## src/rtl/swfc_pkg.sv

```systemverilog
package swfc_pkg;

  typedef enum logic {
    KIND_RESUME = 1'b0,
    KIND_PAUSE  = 1'b1
  } fc_kind_e;

  typedef enum logic [2:0] {
    RXP_NONE   = 3'd0,
    RXP_SET_A  = 3'd1,
    RXP_SET_B  = 3'd2,
    RXP_EITHER = 3'd3,
    RXP_PAIR   = 3'd4
  } rx_plan_e;

  typedef enum logic [1:0] {
    TXP_NONE = 2'd0,
    TXP_A    = 2'd1,
    TXP_B    = 2'd2,
    TXP_PAIR = 2'd3
  } tx_plan_e;

  function automatic rx_plan_e decode_rx(input logic [3:0] m);
    rx_plan_e p;
    case (m[1:0])
      2'b10:   p = RXP_SET_A;
      2'b01:   p = RXP_SET_B;
      2'b11:   p = (m[3] ^ m[2]) ? RXP_EITHER : RXP_PAIR;
      default: p = RXP_NONE;
    endcase
    return p;
  endfunction

  function automatic tx_plan_e decode_tx(input logic [1:0] t);
    tx_plan_e p;
    case (t)
      2'b10:   p = TXP_A;
      2'b01:   p = TXP_B;
      2'b11:   p = TXP_PAIR;
      default: p = TXP_NONE;
    endcase
    return p;
  endfunction

endpackage

```

## src/rtl/swfc_rx_match.sv

```systemverilog
module swfc_rx_match
  import swfc_pkg::*;
#(
  parameter int DATA_W = 8
) (
  input  logic              clk,
  input  logic              rst_n,
  input  rx_plan_e          plan,
  input  logic [DATA_W-1:0] resume_a,
  input  logic [DATA_W-1:0] resume_b,
  input  logic [DATA_W-1:0] pause_a,
  input  logic [DATA_W-1:0] pause_b,
  input  logic              spec_en,
  input  logic              spec_irq_en,
  input  logic              rx_valid,
  input  logic [DATA_W-1:0] rx_data,
  output logic              fifo_wr,
  output logic [DATA_W-1:0] fifo_data,
  output logic              pause_det,
  output logic              resume_det,
  output logic              spec_det,
  output logic              spec_irq
);

  logic              hold_vld_q, hold_vld_n;
  logic [DATA_W-1:0] hold_data_q, hold_data_n;
  fc_kind_e          hold_kind_q, hold_kind_n;
  logic              pend_vld_q, pend_vld_n;
  logic [DATA_W-1:0] pend_data_q, pend_data_n;
  logic              wr_q, wr_n;
  logic [DATA_W-1:0] wdata_q, wdata_n;
  logic              pdet_q, pdet_n, rdet_q, rdet_n;
  logic              sdet_q, sdet_n, sirq_q, sirq_n;

  logic is_ra, is_rb, is_pa, is_pb;
  logic hit_pause, hit_resume, open_pair, pair_done, flush, cur_wr;
  fc_kind_e open_kind;

  assign is_ra = (rx_data == resume_a);
  assign is_rb = (rx_data == resume_b);
  assign is_pa = (rx_data == pause_a);
  assign is_pb = (rx_data == pause_b);

  // classify the arriving byte
  always_comb begin
    hit_pause  = 1'b0;
    hit_resume = 1'b0;
    open_pair  = 1'b0;
    pair_done  = 1'b0;
    open_kind  = KIND_RESUME;
    case (plan)
      RXP_SET_A: begin
        hit_pause  = is_pa;
        hit_resume = is_ra & ~is_pa;
      end
      RXP_SET_B: begin
        hit_pause  = is_pb;
        hit_resume = is_rb & ~is_pb;
      end
      RXP_EITHER: begin
        hit_pause  = is_pa | is_pb;
        hit_resume = (is_ra | is_rb) & ~(is_pa | is_pb);
      end
      RXP_PAIR: begin
        if (hold_vld_q && hold_kind_q == KIND_PAUSE && is_pb) begin
          hit_pause = 1'b1;
          pair_done = 1'b1;
        end else if (hold_vld_q && hold_kind_q == KIND_RESUME && is_rb) begin
          hit_resume = 1'b1;
          pair_done  = 1'b1;
        end else if (is_pa) begin
          open_pair = 1'b1;
          open_kind = KIND_PAUSE;
        end else if (is_ra) begin
          open_pair = 1'b1;
          open_kind = KIND_RESUME;
        end
      end
      default: ;
    endcase
  end

  assign flush  = hold_vld_q & ~pair_done;
  assign cur_wr = ~(hit_pause | hit_resume | open_pair);

  // next state
  always_comb begin
    hold_vld_n  = hold_vld_q;
    hold_data_n = hold_data_q;
    hold_kind_n = hold_kind_q;
    pend_vld_n  = 1'b0;
    pend_data_n = pend_data_q;
    wr_n        = 1'b0;
    wdata_n     = wdata_q;
    pdet_n      = 1'b0;
    rdet_n      = 1'b0;
    sdet_n      = 1'b0;
    sirq_n      = 1'b0;
    if (rx_valid) begin
      hold_vld_n = open_pair;
      if (open_pair) begin
        hold_data_n = rx_data;
        hold_kind_n = open_kind;
      end
      if (flush) begin
        wr_n        = 1'b1;
        wdata_n     = hold_data_q;
        pend_vld_n  = cur_wr;
        pend_data_n = rx_data;
      end else if (cur_wr) begin
        wr_n    = 1'b1;
        wdata_n = rx_data;
      end
      pdet_n = hit_pause;
      rdet_n = hit_resume;
      sdet_n = spec_en & is_pb;
      sirq_n = spec_en & is_pb & spec_irq_en;
    end else if (pend_vld_q) begin
      wr_n    = 1'b1;
      wdata_n = pend_data_q;
    end
  end

  always_ff @(posedge clk or negedge rst_n) begin
    if (!rst_n) begin
      hold_vld_q  <= 1'b0;
      hold_data_q <= '0;
      hold_kind_q <= KIND_RESUME;
      pend_vld_q  <= 1'b0;
      pend_data_q <= '0;
      wr_q        <= 1'b0;
      wdata_q     <= '0;
      pdet_q      <= 1'b0;
      rdet_q      <= 1'b0;
      sdet_q      <= 1'b0;
      sirq_q      <= 1'b0;
    end else begin
      hold_vld_q  <= hold_vld_n;
      hold_data_q <= hold_data_n;
      hold_kind_q <= hold_kind_n;
      pend_vld_q  <= pend_vld_n;
      pend_data_q <= pend_data_n;
      wr_q        <= wr_n;
      wdata_q     <= wdata_n;
      pdet_q      <= pdet_n;
      rdet_q      <= rdet_n;
      sdet_q      <= sdet_n;
      sirq_q      <= sirq_n;
    end
  end

  assign fifo_wr    = wr_q;
  assign fifo_data  = wdata_q;
  assign pause_det  = pdet_q;
  assign resume_det = rdet_q;
  assign spec_det   = sdet_q;
  assign spec_irq   = sirq_q;

endmodule

```

## src/rtl/swfc_tx_req.sv

```systemverilog
module swfc_tx_req
  import swfc_pkg::*;
#(
  parameter int DATA_W = 8
) (
  input  logic              clk,
  input  logic              rst_n,
  input  tx_plan_e          plan,
  input  logic [DATA_W-1:0] resume_a,
  input  logic [DATA_W-1:0] resume_b,
  input  logic [DATA_W-1:0] pause_a,
  input  logic [DATA_W-1:0] pause_b,
  input  logic              above,
  input  logic              below,
  output logic              tx_req,
  output logic [DATA_W-1:0] tx_char
);

  typedef enum logic {ST_IDLE = 1'b0, ST_SECOND = 1'b1} st_e;

  st_e               st_q, st_n;
  logic              above_q, below_q;
  logic              sent_q, sent_n;
  logic [DATA_W-1:0] second_q, second_n;
  logic              req_q, req_n;
  logic [DATA_W-1:0] char_q, char_n;
  logic              rise_above, rise_below;

  assign rise_above = above & ~above_q;
  assign rise_below = below & ~below_q;

  always_comb begin
    st_n     = st_q;
    sent_n   = sent_q;
    second_n = second_q;
    req_n    = 1'b0;
    char_n   = char_q;
    if (st_q == ST_SECOND) begin
      req_n  = 1'b1;
      char_n = second_q;
      st_n   = ST_IDLE;
    end else if (rise_above && plan != TXP_NONE) begin
      req_n    = 1'b1;
      sent_n   = 1'b1;
      char_n   = (plan == TXP_B) ? pause_b : pause_a;
      second_n = pause_b;
      if (plan == TXP_PAIR) st_n = ST_SECOND;
    end else if (rise_below && sent_q && plan != TXP_NONE) begin
      req_n    = 1'b1;
      sent_n   = 1'b0;
      char_n   = (plan == TXP_B) ? resume_b : resume_a;
      second_n = resume_b;
      if (plan == TXP_PAIR) st_n = ST_SECOND;
    end
  end

  always_ff @(posedge clk or negedge rst_n) begin
    if (!rst_n) begin
      st_q     <= ST_IDLE;
      above_q  <= 1'b0;
      below_q  <= 1'b0;
      sent_q   <= 1'b0;
      second_q <= '0;
      req_q    <= 1'b0;
      char_q   <= '0;
    end else begin
      st_q     <= st_n;
      above_q  <= above;
      below_q  <= below;
      sent_q   <= sent_n;
      second_q <= second_n;
      req_q    <= req_n;
      char_q   <= char_n;
    end
  end

  assign tx_req  = req_q;
  assign tx_char = char_q;

endmodule

```

## src/rtl/swfc_engine.sv

```systemverilog
module swfc_engine
  import swfc_pkg::*;
#(
  parameter int DATA_W = 8
) (
  input  logic              clk,
  input  logic              rst_n,
  input  logic [3:0]        mode,
  input  logic [DATA_W-1:0] resume_a,
  input  logic [DATA_W-1:0] resume_b,
  input  logic [DATA_W-1:0] pause_a,
  input  logic [DATA_W-1:0] pause_b,
  input  logic              spec_en,
  input  logic              spec_irq_en,
  input  logic              rx_valid,
  input  logic [DATA_W-1:0] rx_data,
  output logic              fifo_wr,
  output logic [DATA_W-1:0] fifo_data,
  output logic              pause_det,
  output logic              resume_det,
  output logic              spec_det,
  output logic              spec_irq,
  output logic              tx_halted,
  input  logic              fifo_above_trigger,
  input  logic              fifo_below_trigger,
  output logic              tx_req,
  output logic [DATA_W-1:0] tx_char
);

  rx_plan_e rx_plan;
  tx_plan_e tx_plan;
  logic     halt_q, halt_n;

  assign rx_plan = decode_rx(mode);
  assign tx_plan = decode_tx(mode[3:2]);

  swfc_rx_match #(.DATA_W(DATA_W)) u_rx (
    .clk         (clk),
    .rst_n       (rst_n),
    .plan        (rx_plan),
    .resume_a    (resume_a),
    .resume_b    (resume_b),
    .pause_a     (pause_a),
    .pause_b     (pause_b),
    .spec_en     (spec_en),
    .spec_irq_en (spec_irq_en),
    .rx_valid    (rx_valid),
    .rx_data     (rx_data),
    .fifo_wr     (fifo_wr),
    .fifo_data   (fifo_data),
    .pause_det   (pause_det),
    .resume_det  (resume_det),
    .spec_det    (spec_det),
    .spec_irq    (spec_irq)
  );

  swfc_tx_req #(.DATA_W(DATA_W)) u_tx (
    .clk      (clk),
    .rst_n    (rst_n),
    .plan     (tx_plan),
    .resume_a (resume_a),
    .resume_b (resume_b),
    .pause_a  (pause_a),
    .pause_b  (pause_b),
    .above    (fifo_above_trigger),
    .below    (fifo_below_trigger),
    .tx_req   (tx_req),
    .tx_char  (tx_char)
  );

  always_comb begin
    halt_n = halt_q;
    if (rx_plan == RXP_NONE) halt_n = 1'b0;
    else if (pause_det)      halt_n = 1'b1;
    else if (resume_det)     halt_n = 1'b0;
  end

  always_ff @(posedge clk or negedge rst_n) begin
    if (!rst_n) halt_q <= 1'b0;
    else        halt_q <= halt_n;
  end

  assign tx_halted = halt_q;

endmodule

```

## config.mk

```make
export PLATFORM = sky130hd
export DESIGN_NAME = swfc_engine
export DESIGN_NICKNAME = d
export VERILOG_FILES = /design/src/rtl/swfc_pkg.sv /design/src/rtl/swfc_rx_match.sv /design/src/rtl/swfc_tx_req.sv /design/src/rtl/swfc_engine.sv
export SDC_FILE = /design/constraint.sdc
export NUM_CORES = 1
export LEC_CHECK = 0
export BUFFER_PORTS_ARGS = -buffer_cell sky130_fd_sc_hd__buf_2
export CORE_ASPECT_RATIO = 0.6
export CORE_UTILIZATION = 40
export CTS_CLUSTER_DIAMETER = 200
export DETAILED_ROUTE_END_ITERATION = 8
export SYNTH_ARGS = -nofsm -noshare
export SYNTH_HDL_FRONTEND = slang
export SYNTH_SLANG_ARGS = --single-unit
```

## constraint.sdc

```tcl
create_clock -name clk -period 2.67 [get_ports clk]
set_input_delay 0.4005 -clock clk [delete_from_list [all_inputs] [get_ports clk]]
set_output_delay 0.4005 -clock clk [all_outputs]
set_load 0.005 [all_outputs]
```

# Word level (Yosys, flattened, before mapping)
# Cells that the tools add are included.
# word_totals
ff_bits	54
inputBits	51
out_inout_bits	23
word_cells	127
# classes
n_eq_ne	17
n_mux	52
n_bitwise	22
reduce_logical	17
# ops
operator	count
$mux 8	11
$mux 1	36
$eq 8x8->1	4
$eq 2x2->1 const B	6
$not 1->1	9
$pmux 3 s3	1
$and 1x1->1	8
$pmux 1 s4	2
$reduce_and 2->1	4
$logic_and 1x1->1	7
$eq 3x2->1 const B	2
$pmux 2 s3	1
$reduce_bool 2->1	3
$reduce_bool 3->1	2
$eq 2x1->1 const B	2
$or 1x1->1	4
$eq 3x1->1 const B	1
$eq 3x3->1 const B	1
$logic_not 3->1	1
$mux 3	1
$ne 3x2->1 const B	1
$xor 1x1->1	1

# Depth between registers and ports, before layout
# Gate-level depths: netlist of run 1.
# logic_depth
ltp_word	11
mapped_depth	10
mapped_depth_nobuf	9

# Hierarchy
# From an unflattened synthesis of run 1, not the netlist that was laid out.
# hier_totals
hier_cells	287
hier_area_um2	3160.5
# modules_own_cells
mod	instances	cells_each	area_each_um2	seq_area_each_um2
swfc_rx_match	1	169	1856.8	800.8
swfc_tx_req	1	102	1162.4	525.5
swfc_engine	1	16	141.4	25.0

# Least setup slack after synthesis of run 1
# No wires, ideal clock.
# synth_timing
path_kind	input to register
startpoint	input mode[2]
endpoint	register u_rx.wdata_q[0] (netlist: u_rx.fifo_data[0])
setup_ps	125
t_arrival_ps	2292
required_time_ps	2545
slack_ps	253
stages	10
n_path_buf	2
cell_sequence	inv_1 -> ha_1 -> inv_1 -> nand3_1 -> or4_4 -> o311ai_2 -> buf_8 -> a31o_1 -> buf_6 -> mux2_4
# synth_between
elab_chain_cells	9
word_cells_on_any_way	19
cone_classes	eq/ne (5); mux (8); bitwise (5); reduce/logical (1)
# synth_lines
item	line_no	text
from (decl)	swfc_engine.sv:8	input logic [3:0] mode,
$xor 1x1->1 (*)	swfc_pkg.sv:28	2'b11: p = (m[3] ^ m[2]) ? RXP_EITHER : RXP_PAIR;
$mux 3 (*)	swfc_pkg.sv:28	
$pmux 3 s3 (*)	swfc_pkg.sv:25	case (m[1:0])
$eq 3x3->1 (tied with other cells)	swfc_rx_match.sv:51	case (plan)
$pmux 1 s4 / $mux 1 (equally long branches)	swfc_rx_match.sv:51	
$or 1x1->1 / $not 1->1 (equally long branches)	swfc_rx_match.sv:84, swfc_rx_match.sv:83	
$or 1x1->1 / $and 1x1->1 (equally long branches)	swfc_rx_match.sv:84, swfc_rx_match.sv:83	
$ne 3x2->1 (no line) / $mux 8 (equally long branches)	-	
$reduce_and 2->1 (no line) / $mux 8 (equally long branches)	-	
to (signal assigned)	swfc_rx_match.sv:144	wdata_q <= wdata_n;
to (decl)	swfc_rx_match.sv:31	logic [DATA_W-1:0] wdata_q, wdata_n;
# Every way passes the cells marked *; elsewhere a longest branch is shown, timed or not.
# A chain may end at the register's enable or synchronous reset.

# Worst setup path in the final report of run 1
# layout_timing
startpoint	input mode[2]
endpoint	register u_rx.wdata_q[5] (netlist: u_rx.fifo_data[5])
# The elaborated chain is that of the path after synthesis.

==> results.py, run 1 <==
metrics = {
    "drt": {
        "drc": 0,
        "wl_met2_um": 3010,
        "wl_met3_um": 440,
        "routed_wl_um": 7810,
        "routedWlPerCell_um": 16.3,
        "first_pass_iters": 4,
        "num_vias": 2477,
        "wl_met1_um": 4300,
        "drtIter0Drc": 79,
        "vias_per_cell": 5.16,
        "antenna_left": 0,
        "top_layer": "met4",
    },
    "sta": {
        "tightest_slew_ps": 707,
        "period_minus_slack_ps": 2550,
        "max_freq_mhz": 392,
        "slew_headroom": 0.528,
        "worst_clock_skew_ps": 5.15,
        "setup_violations": 0,
        "drv_slew": 0,
        "rsz0062_at_grt": "false",
        "finalCritPeriodShare": 0.956,
        "hold_viol_final": 0,
        "setup_slack_ps": 118,
    },
    "cts": {
        "cts_tree": "yes",
        "cts_resized": 0,
        "clkTransAtPathRegs_ps": 70,
        "cts_inserted_buffers": 5,
        "max-clock-path-buffers": 2,
        "cts-root-buf": "clkbuf_16",
        "clk_latency_ps": 290,
        "postCtsHoldBufs": 0,
        "htree_levels": 2,
        "cts_sinks": 54,
        "post_cts_buffers": 0,
    },
    "placed_design": {
        "post_dp_cell_area_um2": 3700,
        "port_buffers": 73,
        "gp_congestion": 0.887,
        "dpl_worst_slack_ps": -94.1,
        "place_hpwl_um": 6030,
    },
    "critical_path": {
        "cpMaxStageDelayCell": "nor4_1",
        "critPathMaxStageDelay_ps": 510,
        "end_kind": "register",
        "startpoint_type": "input pin",
        "cp_max_fo": 9,
        "rrSetupSlack_ps": 500,
        "cp.required_ps": 2850,
        "critPathMostFrequentCell": "inv_1",
        "crit_chain": "buf_2 -> inv_1 -> ha_1 -> inv_1 -> nand3_1 -> buf_4 -> nor4_1 -> nor3_1 -> nand4_1 -> a31o_1 -> buf_12 -> mux2_4",
        "path_class": "input pin to register",
        "cp.arrival_ps": 2730,
    },
    "layout": {
        "fin_area_um2": 3870,
        "fin_util": 0.513,
        "regArea_um2": 1350,
        "areaGrowthSynthToFinish_pct": 19.9,
        "n_fill_cell": 719,
        "multiInputGateArea_um2": 1650,
        "num_antenna_cells": 0,
        "final_nets": 429,
        "drive_gt1_frac": 0.354,
    },
    "run_status": {
        "status": "complete, no violations",
    },
    "power_and_ir_drop": {
        "vdd_drop_max_v": 0.000258,
        "p_seq_frac": 0.447,
        "pwr-share-clk": 0.339,
        "p_leak_nw": 1.87,
        "swShare": 0.271,
        "powerDensity_nw_per_um2": 563,
        "p_int_w": 0.00159,
        "pwr-share-comb": 0.213,
        "switching_power_w": 0.000590,
    },
    "grt": {
        "antenna_found_initial": 0,
        "grt-ovfl-total": 0,
        "grt.total_usage": 0.200,
        "grt_first_pass_wirelength_um": 12900,
        "grt_pass1_vias": 2426,
        "grt_max_degree": 55,
    },
    "die": {
        "rows": 24,
        "dieArea_um2": 8450,
        "core_um2": 7540,
        "die_w_um": 118,
        "boundaryPins": 74,
        "start_util": 0.428,
        "die_height_um": 71.6,
    },
    "yosys": {
        "synth_top_family_by_area": "multiplexers",
        "ys_seq_area_frac": 0.419,
        "syn_nets": 355,
        "synth_edf_count": 0,
        "synth_fa_ha_area_frac": 0.0116,
        "syn_area_um2": 3230,
        "synth_mux_area_frac": 0.146,
        "yosys_warnings": 0,
        "synth_xor_xnor_area_share": 0.0961,
        "synth_compound_area_frac": 0.136,
        "syn_avg_cell_area_um2": 10.7,
        "synth_flop_cell": "dfrtp_1",
        "ys_ff_latch": 54,
        "postSynthCellCount": 301,
        "synth_cell_types": 44,
        "synthArstFlopShare": 1.00,
        "synth-simple-area-share": 0.119,
    },
    "job": {
        "drv_cap": 0,
    },
    "min_path": {
        "hp-class": "input pin to register",
    },
}
## cells by family (layout without fill, tap and decap cells)
logic type	count (synthesis)	count (layout)
adder cells (fa/ha/maj)	3	3
AO/OA/AOI/OAI	64	64
XOR/XNOR	32	32
AND/OR/NAND/NOR	67	67
flip-flops	54	54
multiplexers	41	41
buffers and inverters	40	115
## cell usage in the layout, fill, tap and decap left out, types with 8 or more instances in the layout
| master | count |
|---|---|
| xnor2_1 | 20 |
| dfrtp_1 | 54 |
| mux2_2 | 16 |
| a211oi_1 | 24 |
| mux2_4 | 8 |
| nor2_1 | 26 |
| xor2_1 | 8 |
| buf_4 | 13 |
| a21oi_1 | 27 |
| nor2b_1 | 8 |
| buf_2 | 73 |
| inv_1 | 19 |
| mux2i_1 | 17 |
## synth_stat cells (8+ instances only)
library cell,instances,area (um^2)
dfrtp_1,54,1350
a21oi_1,27,135
nor2_1,26,97.6
a211oi_1,24,180
xnor2_1,20,175
inv_1,19,71.3
mux2i_1,17,170
mux2_2,16,180
buf_6,9,101
mux2_4,8,120
nor2b_1,8,50.1
xor2_1,8,70.1
## flip-flops by register name (all words and copies together), names as in the netlist, 8 cells and up
name,flops
u_rx.fifo_data,8
u_rx.hold_data_q,8
u_rx.pend_data_q,8
u_tx.second_q,8
u_tx.tx_char,8
## cell type report
type | count | share of cell area
repair buffers | 88 | 0.130
clock inverters | 2 | 0.00970
clock buffers | 6 | 0.0333
well taps | 104 | 0.0336
flip-flops and latches | 54 | 0.349
inverters | 19 | 0.0184
multi-input cells | 207 | 0.426
## power by group through the flow
stage	logic, W	registers (W)	clock network, W
final	0.000465	0.000974	0.000739
after global routing	0.000519	0.000991	0.000794
after CTS	0.000470	0.000975	0.000763
after detailed placement	0.000468	0.000989	0
after global placement	0.000459	0.000988	0
after floorplan	0.000285	0.000985	0
## stage by stage
| stage | cells | setup TNS [ps] | power [W] | hold WS (ps) |
|---|---|---|---|---|
| 2_1_floorplan | 301 | 0 | 0.00127 | 105 |
| 3_3_place_gp | 472 | -1250 | 0.00145 | 487 |
| 3_5_place_dp | 472 | -713 | 0.00146 | 495 |
| 4_1_cts | 480 | 0 | 0.00221 | 221 |
| 5_1_grt | 480 | 0 | 0.00230 | 215 |
| 6_report | 480 | 0 | 0.00218 | 225 |
## worst max-delay path: cells and delay by family
kind / cells / cell delay, ps
adder cells (fa/ha/maj): 1 / 300
multiplexers: 1 / 300
AND/OR/NAND/NOR: 4 / 910
AO/OA/AOI/OAI: 1 / 210
buffers and inverters: 5 / 610
## final timing paths
path	endpoint	startpoint	depth (start not counted)
worst max-delay path	u_rx.fifo_data[5]	mode[2]	12
worst min-delay path	u_tx.below_q	fifo_below_trigger	1
worst max register to register	u_rx.fifo_data[5]	u_rx.hold_kind_q	8
worst min register to register	u_tx.sent_q	u_tx.sent_q	2
max in group asynchronous	u_rx.hold_data_q[6]	rst_n	2
min in group asynchronous	u_tx.sent_q	rst_n	2
## metal layers
metal | up-vias | GRT usage
met4 | 0 | 0.0470
met3 | 8 | 0.0414
met1 | 1190 | 0.319
met2 | 74 | 0.269
met5 | - | 0
li1 | 1205 | -
Power figures use the tool's default switching activity.
==> run 2, diff against run 1 <==
BUFFER_PORTS_ARGS = unset   (was -buffer_cell sky130_fd_sc_hd__buf_2)
CORE_MARGIN = 4   (was unset)
DONT_BUFFER_PORTS = 1   (was unset)
==> run 2 against run 1 <==
Critical path depth fell by 1. Clock power is 2% higher. Critical path type unchanged. Clock-buffer cell count unchanged. Cell area decreased by 9.8%. Register-to-register slack better by 20 ps. Non-clock buffer count fell by 77. Sequential share of layout area is 3.8 points higher.
==> results.py, run 2 (same netlist as run 1, synthesis figures left out) <==
metrics = {
    "grt": {
        "grt-ovfl-total": 0,
        "grt.total_usage": 0.173,
        "grt_first_pass_wirelength_um": 12600,
        "grt_pass1_vias": 2168,
        "antenna_found_initial": 0,
        "grt_max_degree": 55,
    },
    "drt": {
        "drc": 0,
        "vias_per_cell": 5.35,
        "drtIter0Drc": 97,
        "wl_met2_um": 3040,
        "num_vias": 2174,
        "routed_wl_um": 7720,
        "wl_met1_um": 3520,
        "routedWlPerCell_um": 19.0,
        "antenna_left": 0,
        "first_pass_iters": 4,
        "top_layer": "met4",
        "wl_met3_um": 1070,
    },
    "sta": {
        "whs_ps": 132,
        "setup_tns_ps": 0,
        "drv_slew": 0,
        "setup_slack_ps": 433,
        "max_freq_mhz": 447,
        "worst_clock_skew_ps": 5.69,
        "period_minus_slack_ps": 2240,
        "hold_viol_final": 0,
        "slew_headroom": 0.291,
        "setup_violations": 0,
        "rsz0062_at_grt": "false",
        "tightest_slew_ps": 1060,
        "finalCritPeriodShare": 0.838,
    },
    "min_path": {
        "whs_path_depth": 0,
        "min_from": "fifo_below_trigger",
        "hp-class": "input pin to register",
        "holdPathEnd": "u_tx.below_q",
    },
    "placed_design": {
        "gp_congestion": 0.888,
        "dpl_worst_slack_ps": 128,
        "place_hpwl_um": 6060,
        "port_buffers": 0,
    },
    "job": {
        "drv_cap": 0,
    },
    "critical_path": {
        "startpoint_type": "input pin",
        "rrSetupSlack_ps": 520,
        "reg2regPathDepth": 8,
        "cp.arrival_ps": 2420,
        "worstReg2RegStart": "u_rx.hold_kind_q",
        "r2r_end": "u_rx.fifo_data[0]",
        "path_class": "input pin to register",
        "cp_max_fo": 8,
        "cp.required_ps": 2860,
        "end_kind": "register",
    },
    "cts": {
        "htree_levels": 2,
        "max-clock-path-buffers": 2,
        "cts_sinks": 54,
        "clkTransAtPathRegs_ps": 70,
        "cts-root-buf": "clkbuf_16",
        "cts_tree": "yes",
        "cts_inserted_buffers": 5,
        "cts_resized": 0,
        "postCtsHoldBufs": 2,
        "post_cts_buffers": 0,
        "clk_latency_ps": 300,
    },
    "die": {
        "core_um2": 7850,
        "die_w_um": 124,
        "rows": 25,
        "start_util": 0.411,
        "die_height_um": 77.6,
        "dieArea_um2": 9620,
        "boundaryPins": 74,
    },
    "power_and_ir_drop": {
        "p_leak_nw": 1.56,
        "vdd_drop_max_v": 0.000297,
        "powerDensity_nw_per_um2": 595,
        "total_power_w": 0.00208,
    },
    "layout": {
        "n_fill_cell": 758,
        "final_cell_mix": "dfrtp_1, a21oi_1, nor2_1",
        "final_nets": 352,
        "layout_commonest_cell": "dfrtp_1",
        "fin_util": 0.445,
        "areaGrowthSynthToFinish_pct": 8.18,
        "drive_gt1_frac": 0.185,
        "num_antenna_cells": 0,
    },
    "run_status": {
        "status": "complete, no violations",
    },
}
==> run 2: cell count changes in the layout (fill, tap and decap cells not counted) <==
cell	delta
buf_12	-1
buf_16	+1
buf_2	-73
buf_4	-5
clkbuf_1	-1
clkbuf_8	+1
clkinvlp_4	-1
dlygate4sd3_1	+1
==> run 2: layout make-up <==
cell class / count / area [um^2] / share of cell area
well taps: 108 / 135 / 0.0387
inverters: 19 / 71.3 / 0.0204
clock buffers: 6 / 139 / 0.0398
flip-flops and latches: 54 / 1350 / 0.387
repair buffers: 11 / 118 / 0.0337
clock inverters: 1 / 30.0 / 0.00860
multi-input cells: 207 / 1650 / 0.472
==> run 2: worst max path at each step <==
stage,start,endpoint,depth (start not counted)
after floorplan,mode[2],u_rx.fifo_data[0],10
after global placement,mode[2],u_rx.fifo_data[6],11
after detailed placement,mode[3],u_rx.fifo_data[0],11
after CTS,mode[3],u_rx.fifo_data[0],11
after global routing,mode[3],u_rx.fifo_data[1],11
final,mode[3],u_rx.fifo_data[0],11
==> run 2: metrics by stage <==
step           cell area (um^2)  std cells
2_1_floorplan              3230        301
3_3_place_gp               3290        397
3_5_place_dp               3290        397
4_1_cts                    3490        406
5_1_grt                    3490        406
6_report                   3490        406
==> run 2: layer usage <==
metal  GRT usage  up-vias
met3      0.0910       10
met5           0        -
met2       0.217       80
met4      0.0415        0
met1       0.257     1029
li1            -     1055
==> run 2: worst max-delay path, stage by stage <==
cell and delay (ps):
inv_1 40, ha_1 290, inv_1 120, nand3_1 140, or4_4 430, o311ai_2 90
buf_4 220, buf_4 160, mux2i_1 180, a21oi_1 90, mux2_4 260
==> run 2: power breakdown <==
| part | total, W | switching (W) | internal (W) |
|---|---|---|---|
| Combinational | 0.000335 | 0.000166 | 0.000169 |
| Sequential | 0.000989 | 0.0000685 | 0.000920 |
| Clock | 0.000753 | 0.000290 | 0.000463 |
| Total | 0.00208 | 0.000525 | 0.00155 |
